**config.mk**
```make
export PLATFORM = sky130hd
export DESIGN_NAME = fetch_miss_stall
export DESIGN_NICKNAME = d
export VERILOG_FILES = /design/src/rtl/fms_pkg.sv /design/src/rtl/fms_datapath.sv /design/src/rtl/fms_ctrl.sv /design/src/rtl/fetch_miss_stall.sv
export SDC_FILE = /design/constraint.sdc
export NUM_CORES = 1
export LEC_CHECK = 0
export ABC_AREA = 1
export BUFFER_PORTS_ARGS = -buffer_cell sky130_fd_sc_hd__buf_4
export CELL_PAD_IN_SITES_DETAIL_PLACEMENT = 0
export CELL_PAD_IN_SITES_GLOBAL_PLACEMENT = 1
export CORE_ASPECT_RATIO = 1.25
export CORE_MARGIN = 2
export CORE_UTILIZATION = 39
export DETAILED_ROUTE_END_ITERATION = 10
export GPL_TIMING_DRIVEN = 0
export PLACE_DENSITY = 0.91
export SLEW_MARGIN = 10
export SYNTH_ARGS = -nofsm -noshare
export SYNTH_HDL_FRONTEND = slang
export SYNTH_SLANG_ARGS = --single-unit
```
**constraint.sdc**
```tcl
create_clock -name clk -period 5 [get_ports clk]
set_input_delay 1 -clock clk [delete_from_list [all_inputs] [get_ports clk]]
set_output_delay 1 -clock clk [all_outputs]
set_load 0.005 [all_outputs]
```
**src/rtl/fms_pkg.sv**
```systemverilog
package fms_pkg;
  localparam logic [1:0] ST_KNOWN   = 2'd0;
  localparam logic [1:0] ST_UNKNOWN = 2'd1;

  typedef enum logic [1:0] {
    RSN_NONE = 2'd0,
    RSN_MISS = 2'd1,
    RSN_LINE = 2'd2,
    RSN_STOP = 2'd3
  } reason_e;

  typedef struct packed {
    logic setBlock;
    logic loadTlb;
    logic loadIc;
    logic decDelay;
    logic grpReset;
    logic grpAdvance;
  } ctrlStrobe_t;
endpackage

```
**src/rtl/fms_datapath.sv**
```systemverilog
module fms_datapath
  import fms_pkg::*;
#(
  parameter int LAT_W       = 6,
  parameter int FETCH_SPEED = 2,
  parameter int FETCH_WIDTH = 4,
  localparam int BR_W   = $clog2(FETCH_SPEED + 1),
  localparam int SLOT_W = $clog2(FETCH_WIDTH + 1)
) (
  input  logic              clk,
  input  logic              rstN,
  input  ctrlStrobe_t       strobe,
  input  logic [LAT_W-1:0]  tlbLat,
  input  logic [LAT_W-1:0]  icLat,
  input  logic              cbValid,
  input  logic [LAT_W-1:0]  cbLat,
  input  logic              recover,
  input  logic              takenBr,
  input  logic              unkTgtIn,
  output logic              blocked,
  output logic              delayNz,
  output logic              unkTgt,
  output logic [SLOT_W-1:0] slotCnt,
  output logic [BR_W-1:0]   brCnt
);
  logic [LAT_W-1:0] delayCnt;

  assign delayNz = (delayCnt != '0);

  always_ff @(posedge clk) begin
    if (!rstN) begin
      blocked  <= 1'b0;
      delayCnt <= '0;
    end else if (cbValid) begin
      blocked  <= 1'b0;
      delayCnt <= cbLat;
    end else begin
      if (strobe.setBlock) blocked <= 1'b1;
      if (strobe.loadTlb)       delayCnt <= tlbLat - 1'b1;
      else if (strobe.loadIc)   delayCnt <= icLat - 1'b1;
      else if (strobe.decDelay) delayCnt <= delayCnt - 1'b1;
    end
  end

  always_ff @(posedge clk) begin
    if (!rstN) begin
      unkTgt  <= 1'b0;
      slotCnt <= '0;
      brCnt   <= '0;
    end else if (recover) begin
      unkTgt  <= 1'b0;
      slotCnt <= '0;
      brCnt   <= '0;
    end else if (strobe.grpReset) begin
      slotCnt <= '0;
      brCnt   <= '0;
    end else if (strobe.grpAdvance) begin
      slotCnt <= slotCnt + 1'b1;
      brCnt   <= brCnt + BR_W'(takenBr);
      if (unkTgtIn) unkTgt <= 1'b1;
    end
  end

  assert_unknown_blocks_R4: assert property (@(posedge clk) disable iff (!rstN)
    (strobe.setBlock && !cbValid) |=> blocked);

  assert_callback_loads_R6: assert property (@(posedge clk) disable iff (!rstN)
    cbValid |=> (!blocked && delayCnt == $past(cbLat)));

  assert_countdown_R7: assert property (@(posedge clk) disable iff (!rstN)
    (strobe.decDelay && !cbValid) |=> (delayCnt == $past(delayCnt) - 1'b1));

  assert_retry_quiet_R5: assert property (@(posedge clk) disable iff (!rstN)
    (!cbValid && !strobe.setBlock && !strobe.loadTlb && !strobe.loadIc && !strobe.decDelay)
      |=> ($stable(blocked) && $stable(delayCnt)));

  assert_branch_bound_R9: assert property (@(posedge clk) disable iff (!rstN)
    brCnt <= BR_W'(FETCH_SPEED));

  assert_recover_clears_R10: assert property (@(posedge clk) disable iff (!rstN)
    recover |=> (!unkTgt && slotCnt == '0 && brCnt == '0));
endmodule

```
**src/rtl/fms_ctrl.sv**
```systemverilog
module fms_ctrl
  import fms_pkg::*;
#(
  parameter int LAT_W       = 6,
  parameter int FETCH_SPEED = 2,
  parameter int FETCH_WIDTH = 4,
  parameter int IC_HIT_LAT  = 1,
  localparam int BR_W   = $clog2(FETCH_SPEED + 1),
  localparam int SLOT_W = $clog2(FETCH_WIDTH + 1)
) (
  input  logic              clk,
  input  logic              rstN,
  input  logic              accValid,
  input  logic [1:0]        tlbStatus,
  input  logic [LAT_W-1:0]  tlbLat,
  input  logic [1:0]        icStatus,
  input  logic [LAT_W-1:0]  icLat,
  input  logic              sameLineHit,
  input  logic              multiLineEn,
  input  logic              recover,
  input  logic              trapPend,
  input  logic              syscallPend,
  input  logic              blocked,
  input  logic              delayNz,
  input  logic              unkTgt,
  input  logic [SLOT_W-1:0] slotCnt,
  input  logic [BR_W-1:0]   brCnt,
  output ctrlStrobe_t       strobe,
  output logic              fetchEn,
  output reason_e           stallReason
);
  logic tlbMiss, icMiss, stopNow, lineEnd;

  assign tlbMiss = (tlbLat > LAT_W'(1)) || (tlbStatus != ST_KNOWN);
  assign icMiss  = (icLat > LAT_W'(IC_HIT_LAT)) || (icStatus != ST_KNOWN);
  assign stopNow = (unkTgt && !recover) || trapPend || syscallPend ||
                   (brCnt >= BR_W'(FETCH_SPEED)) || (slotCnt >= SLOT_W'(FETCH_WIDTH));
  assign lineEnd = (slotCnt != '0) && !multiLineEn && !sameLineHit;

  always_comb begin
    strobe      = '0;
    fetchEn     = 1'b0;
    stallReason = RSN_NONE;
    if (blocked) begin
      stallReason = RSN_MISS;
    end else if (delayNz) begin
      stallReason     = RSN_MISS;
      strobe.decDelay = 1'b1;
    end else if (stopNow) begin
      stallReason     = RSN_STOP;
      strobe.grpReset = 1'b1;
    end else if (accValid) begin
      if (lineEnd) begin
        stallReason     = RSN_LINE;
        strobe.grpReset = 1'b1;
      end else if (tlbMiss) begin
        stallReason     = RSN_MISS;
        strobe.grpReset = 1'b1;
        if (tlbStatus == ST_KNOWN)        strobe.loadTlb  = 1'b1;
        else if (tlbStatus == ST_UNKNOWN) strobe.setBlock = 1'b1;
      end else if (icMiss) begin
        stallReason     = RSN_MISS;
        strobe.grpReset = 1'b1;
        if (icStatus == ST_KNOWN)        strobe.loadIc   = 1'b1;
        else if (icStatus == ST_UNKNOWN) strobe.setBlock = 1'b1;
      end else begin
        fetchEn           = 1'b1;
        strobe.grpAdvance = 1'b1;
      end
    end
  end

  assert_blocked_stalls_R4: assert property (@(posedge clk) disable iff (!rstN)
    blocked |-> !fetchEn);

  assert_accept_clean_R13: assert property (@(posedge clk) disable iff (!rstN)
    fetchEn |-> (stallReason == RSN_NONE && accValid));

  assert_pending_stops_R11: assert property (@(posedge clk) disable iff (!rstN)
    ((trapPend || syscallPend) && !blocked && !delayNz) |-> (stallReason == RSN_STOP));

  assert_width_bound_R12: assert property (@(posedge clk) disable iff (!rstN)
    (slotCnt >= SLOT_W'(FETCH_WIDTH)) |-> !fetchEn);
endmodule

```
**src/rtl/fetch_miss_stall.sv**
```systemverilog
module fetch_miss_stall
  import fms_pkg::*;
#(
  parameter int LAT_W       = 6,
  parameter int FETCH_SPEED = 2,
  parameter int FETCH_WIDTH = 4,
  parameter int IC_HIT_LAT  = 1,
  localparam int BR_W   = $clog2(FETCH_SPEED + 1),
  localparam int SLOT_W = $clog2(FETCH_WIDTH + 1)
) (
  input  logic             clk,
  input  logic             rstN,
  input  logic             accValid,
  input  logic [1:0]       tlbStatus,
  input  logic [LAT_W-1:0] tlbLat,
  input  logic [1:0]       icStatus,
  input  logic [LAT_W-1:0] icLat,
  input  logic             sameLineHit,
  input  logic             multiLineEn,
  input  logic             takenBr,
  input  logic             unkTgtIn,
  input  logic             recover,
  input  logic             trapPend,
  input  logic             syscallPend,
  input  logic             cbValid,
  input  logic [LAT_W-1:0] cbLat,
  output logic             fetchEn,
  output logic [1:0]       stallReason
);
  ctrlStrobe_t       strobe;
  reason_e           reason;
  logic              blocked, delayNz, unkTgt;
  logic [SLOT_W-1:0] slotCnt;
  logic [BR_W-1:0]   brCnt;

  fms_ctrl #(
    .LAT_W(LAT_W), .FETCH_SPEED(FETCH_SPEED),
    .FETCH_WIDTH(FETCH_WIDTH), .IC_HIT_LAT(IC_HIT_LAT)
  ) u_ctrl (
    .clk(clk), .rstN(rstN), .accValid(accValid),
    .tlbStatus(tlbStatus), .tlbLat(tlbLat),
    .icStatus(icStatus), .icLat(icLat),
    .sameLineHit(sameLineHit), .multiLineEn(multiLineEn),
    .recover(recover), .trapPend(trapPend), .syscallPend(syscallPend),
    .blocked(blocked), .delayNz(delayNz), .unkTgt(unkTgt),
    .slotCnt(slotCnt), .brCnt(brCnt),
    .strobe(strobe), .fetchEn(fetchEn), .stallReason(reason)
  );

  fms_datapath #(
    .LAT_W(LAT_W), .FETCH_SPEED(FETCH_SPEED), .FETCH_WIDTH(FETCH_WIDTH)
  ) u_dp (
    .clk(clk), .rstN(rstN), .strobe(strobe),
    .tlbLat(tlbLat), .icLat(icLat),
    .cbValid(cbValid), .cbLat(cbLat), .recover(recover),
    .takenBr(takenBr), .unkTgtIn(unkTgtIn),
    .blocked(blocked), .delayNz(delayNz), .unkTgt(unkTgt),
    .slotCnt(slotCnt), .brCnt(brCnt)
  );

  assign stallReason = reason;
endmodule

```
### Word level (Yosys, flattened, before mapping)

Index checks and enable logic that the tools add are counted.

* register bits after elaboration: 13
* latch bits: 0
* bits in writable memories: 0
* bits in read-only memories: 0
* input port bits: 33
* output and inout port bits: 3
* logic and storage cells: 83
* memories: 0

* add/subtract/negate cells: 5
* $mul: 0
* div/mod/pow operators: 0
* magnitude comparators: 4
* equality and inequality tests: 2
* shift operators: 0
* multiplexer cells: 42
* bitwise logic cells: 2
* reductions and logical operators: 23

Operator list (count)
* 6-bit two-way mux: 5
* 1-bit two-way mux: 25
* 6-bit by 1-bit subtractor with 6-bit output (second input constant): 3
* 2-bit two-way mux: 8
* 6-bit by 1-bit greater-than comparator with 1-bit output (second input constant): 2
* 3-bit two-way mux: 4
* 1-bit logical OR: 6
* 6-bit nonzero test: 1
* 2-bit by 1-bit equality test with 1-bit output (second input constant): 2
* 2-bit zero test: 2
* 2-bit nonzero test: 2
* 4-bit nonzero test: 1
* 2-bit OR reduction: 2
* 3-bit by 1-bit adder with 3-bit output (second input constant): 1
* 3-bit >= comparator (second input constant): 1
* 1-bit logical AND: 3
* 1-bit zero test: 3
* 3-bit AND reduction: 1
* 3-bit nonzero test: 1
* 3-bit OR reduction: 1
* 2-bit by 1-bit adder with 2-bit output: 1
* 2-bit >= comparator (second input constant): 1
* 1-bit inverter: 2

### Longest topological paths before layout

* depth in word-level cells: 14
* gate-level depth with buffers: 14
* gate-level depth less buffers: 13

### By module

Synthesis repeated with hierarchy kept, for this count alone.

* cells, all modules: 179
* area total of the unflattened synthesis: 1087.3 um2

Modules (own cells, without submodules)
* fms_datapath: instances 1, cells an instance 124, area each 838.3 um2, seq. area each 260.2 um2
* fms_ctrl: instances 1, cells an instance 55, area each 249.0 um2, seq. area each 0.0 um2

### Least setup slack after synthesis

Ideal clock, no wire load.

* path kind: in2out
* start: input tlbLat[0]
* end: output fetchEn
* data arrival time: 1.961 ns
* data required time: 4.000 ns
* slack: 2.039 ns
* stages: 10
* path buffers: 0
* path through: inv_1 ha_1 inv_1 nand2_1 nand4_1 inv_2 nand2_1 inv_2 nand3_1 inv_2

* longest elaborated chain between the ends: 8

RTL lines
* start: declaration: RTL line fetch_miss_stall.sv:15 `input logic [LAT_W-1:0] tlbLat,`
* 6-bit by 1-bit greater-than comparator with 1-bit output: RTL line fms_ctrl.sv:34 `assign tlbMiss = (tlbLat > LAT_W'(1)) || (tlbStatus != ST_KNOWN);`
* 1-bit logical OR: RTL line fms_ctrl.sv:34
* 1-bit two-way mux: RTL line fms_ctrl.sv:56 `end else if (tlbMiss) begin`
* 1-bit two-way mux: RTL line fms_ctrl.sv:53 `if (lineEnd) begin`
* 1-bit two-way mux: RTL line fms_ctrl.sv:52 `end else if (accValid) begin`
* 1-bit two-way mux: RTL line fms_ctrl.sv:49 `end else if (stopNow) begin`
* 1-bit two-way mux: RTL line fms_ctrl.sv:46 `end else if (delayNz) begin`
* 1-bit two-way mux: RTL line fms_ctrl.sv:44 `if (blocked) begin`
* end: declaration: RTL line fetch_miss_stall.sv:27 `output logic fetchEn,`

No other way between the ends.

### Worst setup path in the final report

* start: input icLat[0]
* end: output fetchEn

* longest elaborated chain between the ends: 9

RTL lines
* start: declaration: RTL line fetch_miss_stall.sv:17 `input logic [LAT_W-1:0] icLat,`
* 6-bit by 1-bit greater-than comparator with 1-bit output: RTL line fms_ctrl.sv:35 `assign icMiss = (icLat > LAT_W'(IC_HIT_LAT)) || (icStatus != ST_KNOWN);`
* 1-bit logical OR: RTL line fms_ctrl.sv:35
* 1-bit two-way mux: RTL line fms_ctrl.sv:61 `end else if (icMiss) begin`
* 1-bit two-way mux: RTL line fms_ctrl.sv:56
* 1-bit two-way mux: RTL line fms_ctrl.sv:53
* 1-bit two-way mux: RTL line fms_ctrl.sv:52
* 1-bit two-way mux: RTL line fms_ctrl.sv:49
* 1-bit two-way mux: RTL line fms_ctrl.sv:46
* 1-bit two-way mux: RTL line fms_ctrl.sv:44

No other way between the ends.

==> summary.md <==
| Metric | Value |
|---|---|
| CP startpoint kind | input port |
| Placed cell area | 0.00172 mm^2 |
| Synth-to-Final Area Change | 24.6% |
| Ant diodes | 0 |
| Syn Std Cell Area | 0.00142 mm^2 |
| # setup viols final | 0 |
| Sequential area share after synthesis | 18.3% |
| Crit-path slowest cell | ha_1 |
| Worst Path Required | 4.00 ns |
| Worst vdd ir | 0.156 mV |
| Status | finished clean |
| Crit path DAT | 2.42 ns |
| Setup Buffers After CTS | 0 |
| DR WL/cell | 10.3 um |
| Port Buffers | 34 |
| Drt drc | 0 |
| CP cell instances | buf_4 -> inv_1 -> ha_1 -> inv_1 -> nand2_1 -> nand3_1 -> nor2_1 -> nand2_1 -> inv_2 -> nand3_1 -> inv_2 -> buf_4 |
| Worst slew pin tran | 0.246 ns |
| Die Height | 71.5 um |
| Rel. slew slack | 83.6% |
| Pwr Density | 205 mW/mm^2 |
| Core Footprint | 0.00348 mm^2 |
| Setup Crit Path Kind | input port to output pin |
| Initial antenna violation count | 0 |
| Detailed Place HPWL | 2.61 mm |
| Minimum clock period | 3.42 ns |
| Via count | 1402 |
| Max Fclk | 292 MHz |
| I/O pins | 36 |
| Clk_lat worst skew | 0.25 ns |
| CTS resizes | 0 |
| DR iter-0 viols | 44 |
| First-pass GRT wire length | 5.45 mm |
| Register area | 260 um^2 |
| Post-route clock period utilization | 68.4% |
| Min-Delay Path Class | register to register |
| Cells after Synth | 226 |
| Routability cong. | 0.755 |
| Wirelength, routed | 3.11 mm |
| Ys Warns | 0 |
| Antenna-violating nets left | 0 |
| Hold slack | 0.459 ns |
| Overall power | 0.363 mW |
| Critical Path Max Stage Delay | 0.27 ns |
| Share of cells above drive strength 1 | 29.2% |
| Hold_buf cts | 0 |
| Final Util | 50.8% |
| Sink Count | 13 |
| Lkg Pwr | 0.936 nW |
| Area of the multi-input gates | 978 um^2 |
| Endpoints failing hold | 0 |
| Placement row count | 24 |
| Unique masters post-synth | 32 |
| Max Fanout on Critical Path | 7 |
| Starting density of the core | 40.8% |
| Design Area, Final | 0.00177 mm^2 |
| Clock transition at path regs | 0.06 ns |
| Delay-heaviest family, CP | buffers and inverters |
| GRT overflow | 0 |
| CTS max path bufs | 2 |
| Vias in the first global route | 1291 |
| CTS root buf | clkbuf_8 |
| Detailed Routing Iterations Pass 1 | 4 |
| Mean Syn Cell Area | 6.28 um^2 |
| Largest net degree at the start of global routing | 11 |
| H-tree Lvls | 1 |
| Post-synth net total | 268 |
| Max_cap viols | 0 |
| Num CTS Buffers | 3 |
| GRT Overall Usage | 16.8% |
| Routed vias/inst | 4.63 |
| WP buf/inv | 6 |
| Die width | 58.0 um |
| RSZ-0062 raised after global routing | no |
| Worst Skew | 0.00208 ns |
| Fin nets | 307 |
| Number of max-slew violations in the final report | 0 |
| TNS Setup | 0 ns |
| Die ar. | 0.00414 mm^2 |
| Critical Path End Type | output pin |
| Fill count | 373 |
| CTS tree | yes |
| Yosys reg bits | 13 |
-- cell usage after synthesis --
| cell | instances | area share, % |
|---|---|---|
| inv_2 | 9 | 2.4 |
| a21oi_2 | 6 | 3.7 |
| nor2_2 | 7 | 3.1 |
| buf_12 | 1 | 1.4 |
| nand2_2 | 3 | 1.3 |
| ha_1 | 9 | 7.9 |
| a21oi_1 | 4 | 1.4 |
| or2_2 | 5 | 2.2 |
| dfxtp_1 | 13 | 18 |
| nand3_4 | 1 | 1.2 |
| o31ai_1 | 1 | 0.53 |
| xnor2_1 | 6 | 3.7 |
| o21a_1 | 1 | 0.53 |
| a31oi_1 | 1 | 0.44 |
| nor2_4 | 2 | 1.6 |
| buf_6 | 1 | 0.79 |
| nor2_1 | 30 | 7.9 |
| nand3b_1 | 2 | 1.1 |
| inv_1 | 28 | 7.4 |
| nand3_1 | 23 | 8.1 |
| clkinv_1 | 1 | 0.26 |
| a211oi_1 | 1 | 0.53 |
| o21ai_0 | 1 | 0.35 |
| xor2_1 | 2 | 1.2 |
| o21ai_1 | 7 | 2.5 |
| nand3_2 | 1 | 0.70 |
| nand4_1 | 4 | 1.8 |
| nand2_1 | 48 | 13 |
| nor3_1 | 4 | 1.4 |
| buf_4 | 1 | 0.53 |
| nor2_8 | 1 | 1.4 |
| nand2_4 | 2 | 1.6 |
-- worst reg2reg max path: stages (launching register included) --
cell and delay, ns:
dfxtp_1 0.31, inv_1 0.15, ha_1 0.21, nand2_2 0.07
nor2_4 0.13, nand2_4 0.09, nor2_8 0.14, nand2_4 0.10
nand3_4 0.09, buf_12 0.13, nand2_2 0.05, a21oi_2 0.10
nor2_1 0.04
-- placed cells by master (no fill, tap or decap), types with 2 or more instances in the layout --
master | netlist | routed
xor2_1 | 2 | 2
inv_2 | 9 | 9
clkbuf_8 | 0 | 3
a21oi_1 | 4 | 4
xnor2_1 | 6 | 6
nand3b_1 | 2 | 2
dfxtp_1 | 13 | 13
nand4_1 | 4 | 4
nor2_4 | 2 | 2
nand2_1 | 48 | 48
inv_1 | 28 | 28
nor2_1 | 30 | 30
o21ai_1 | 7 | 7
a21oi_2 | 6 | 6
or2_2 | 5 | 5
nand3_1 | 23 | 23
buf_4 | 1 | 35
nor2_2 | 7 | 7
nor3_1 | 4 | 4
nand2_2 | 3 | 3
ha_1 | 9 | 9
nand2_4 | 2 | 2
-- area by class of cell --
cell class                 instances  area share (%)
sequential                        13            14.7
tap                               39            2.76
inverter                          38            8.06
clock buffer                       4            2.55
buffer                             3            2.19
multi-input combinational        172            55.3
timing repair buffer              34            14.4
-- worst paths after layout --
check        slack (ns)  cells after the start             start               end
max                1.58                     12          icLat[0]           fetchEn
min                0.46                      2     u_dp.brCnt[1]     u_dp.brCnt[1]
max reg2reg        3.28                     12  u_dp.delayCnt[0]  u_dp.delayCnt[0]
min reg2reg        0.46                      2     u_dp.brCnt[1]     u_dp.brCnt[1]
-- kinds of logic after synthesis --
group / after synthesis / synth area share (%)
AO/OA/AOI/OAI: 22 / 9.96
buffers and inverters: 41 / 12.8
flip-flops: 13 / 18.3
adder cells (fa/ha/maj): 9 / 7.93
XOR/XNOR: 8 / 4.93
AND/OR/NAND/NOR: 133 / 46.1
-- flip-flops by register name, summed over array words and instances, names as in the netlist --
| register | cells |
|---|---|
| u_dp.blocked | 1 |
| u_dp.slotCnt | 3 |
| u_dp.brCnt | 2 |
| u_dp.delayCnt | 6 |
| u_dp.unkTgt | 1 |
-- metal layers --
| metal | track usage, % | routed length, um |
|---|---|---|
| met1 | 21.0 | 1400 |
| met2 | 28.8 | 1550 |
| met4 | 8.53 | 66 |
| met3 | 0.722 | 97 |
| met5 | 0 | 0 |
-- where the power goes --
group / internal (mW) / leakage [nW] / switching (mW)
Clock: 0.0565 / 0.0228 / 0.0407
Sequential: 0.111 / 0.106 / 0.00822
Combinational: 0.0671 / 0.807 / 0.0794
-- stage by stage --
stage	worst slack [ns]	instances
global route	1.42	303
floorplan	2.04	226
CTS	1.57	303
global placement	1.58	299
finish	1.58	303
detailed placement	1.57	299
No activity file was read; power rests on OpenSTA's default activity.
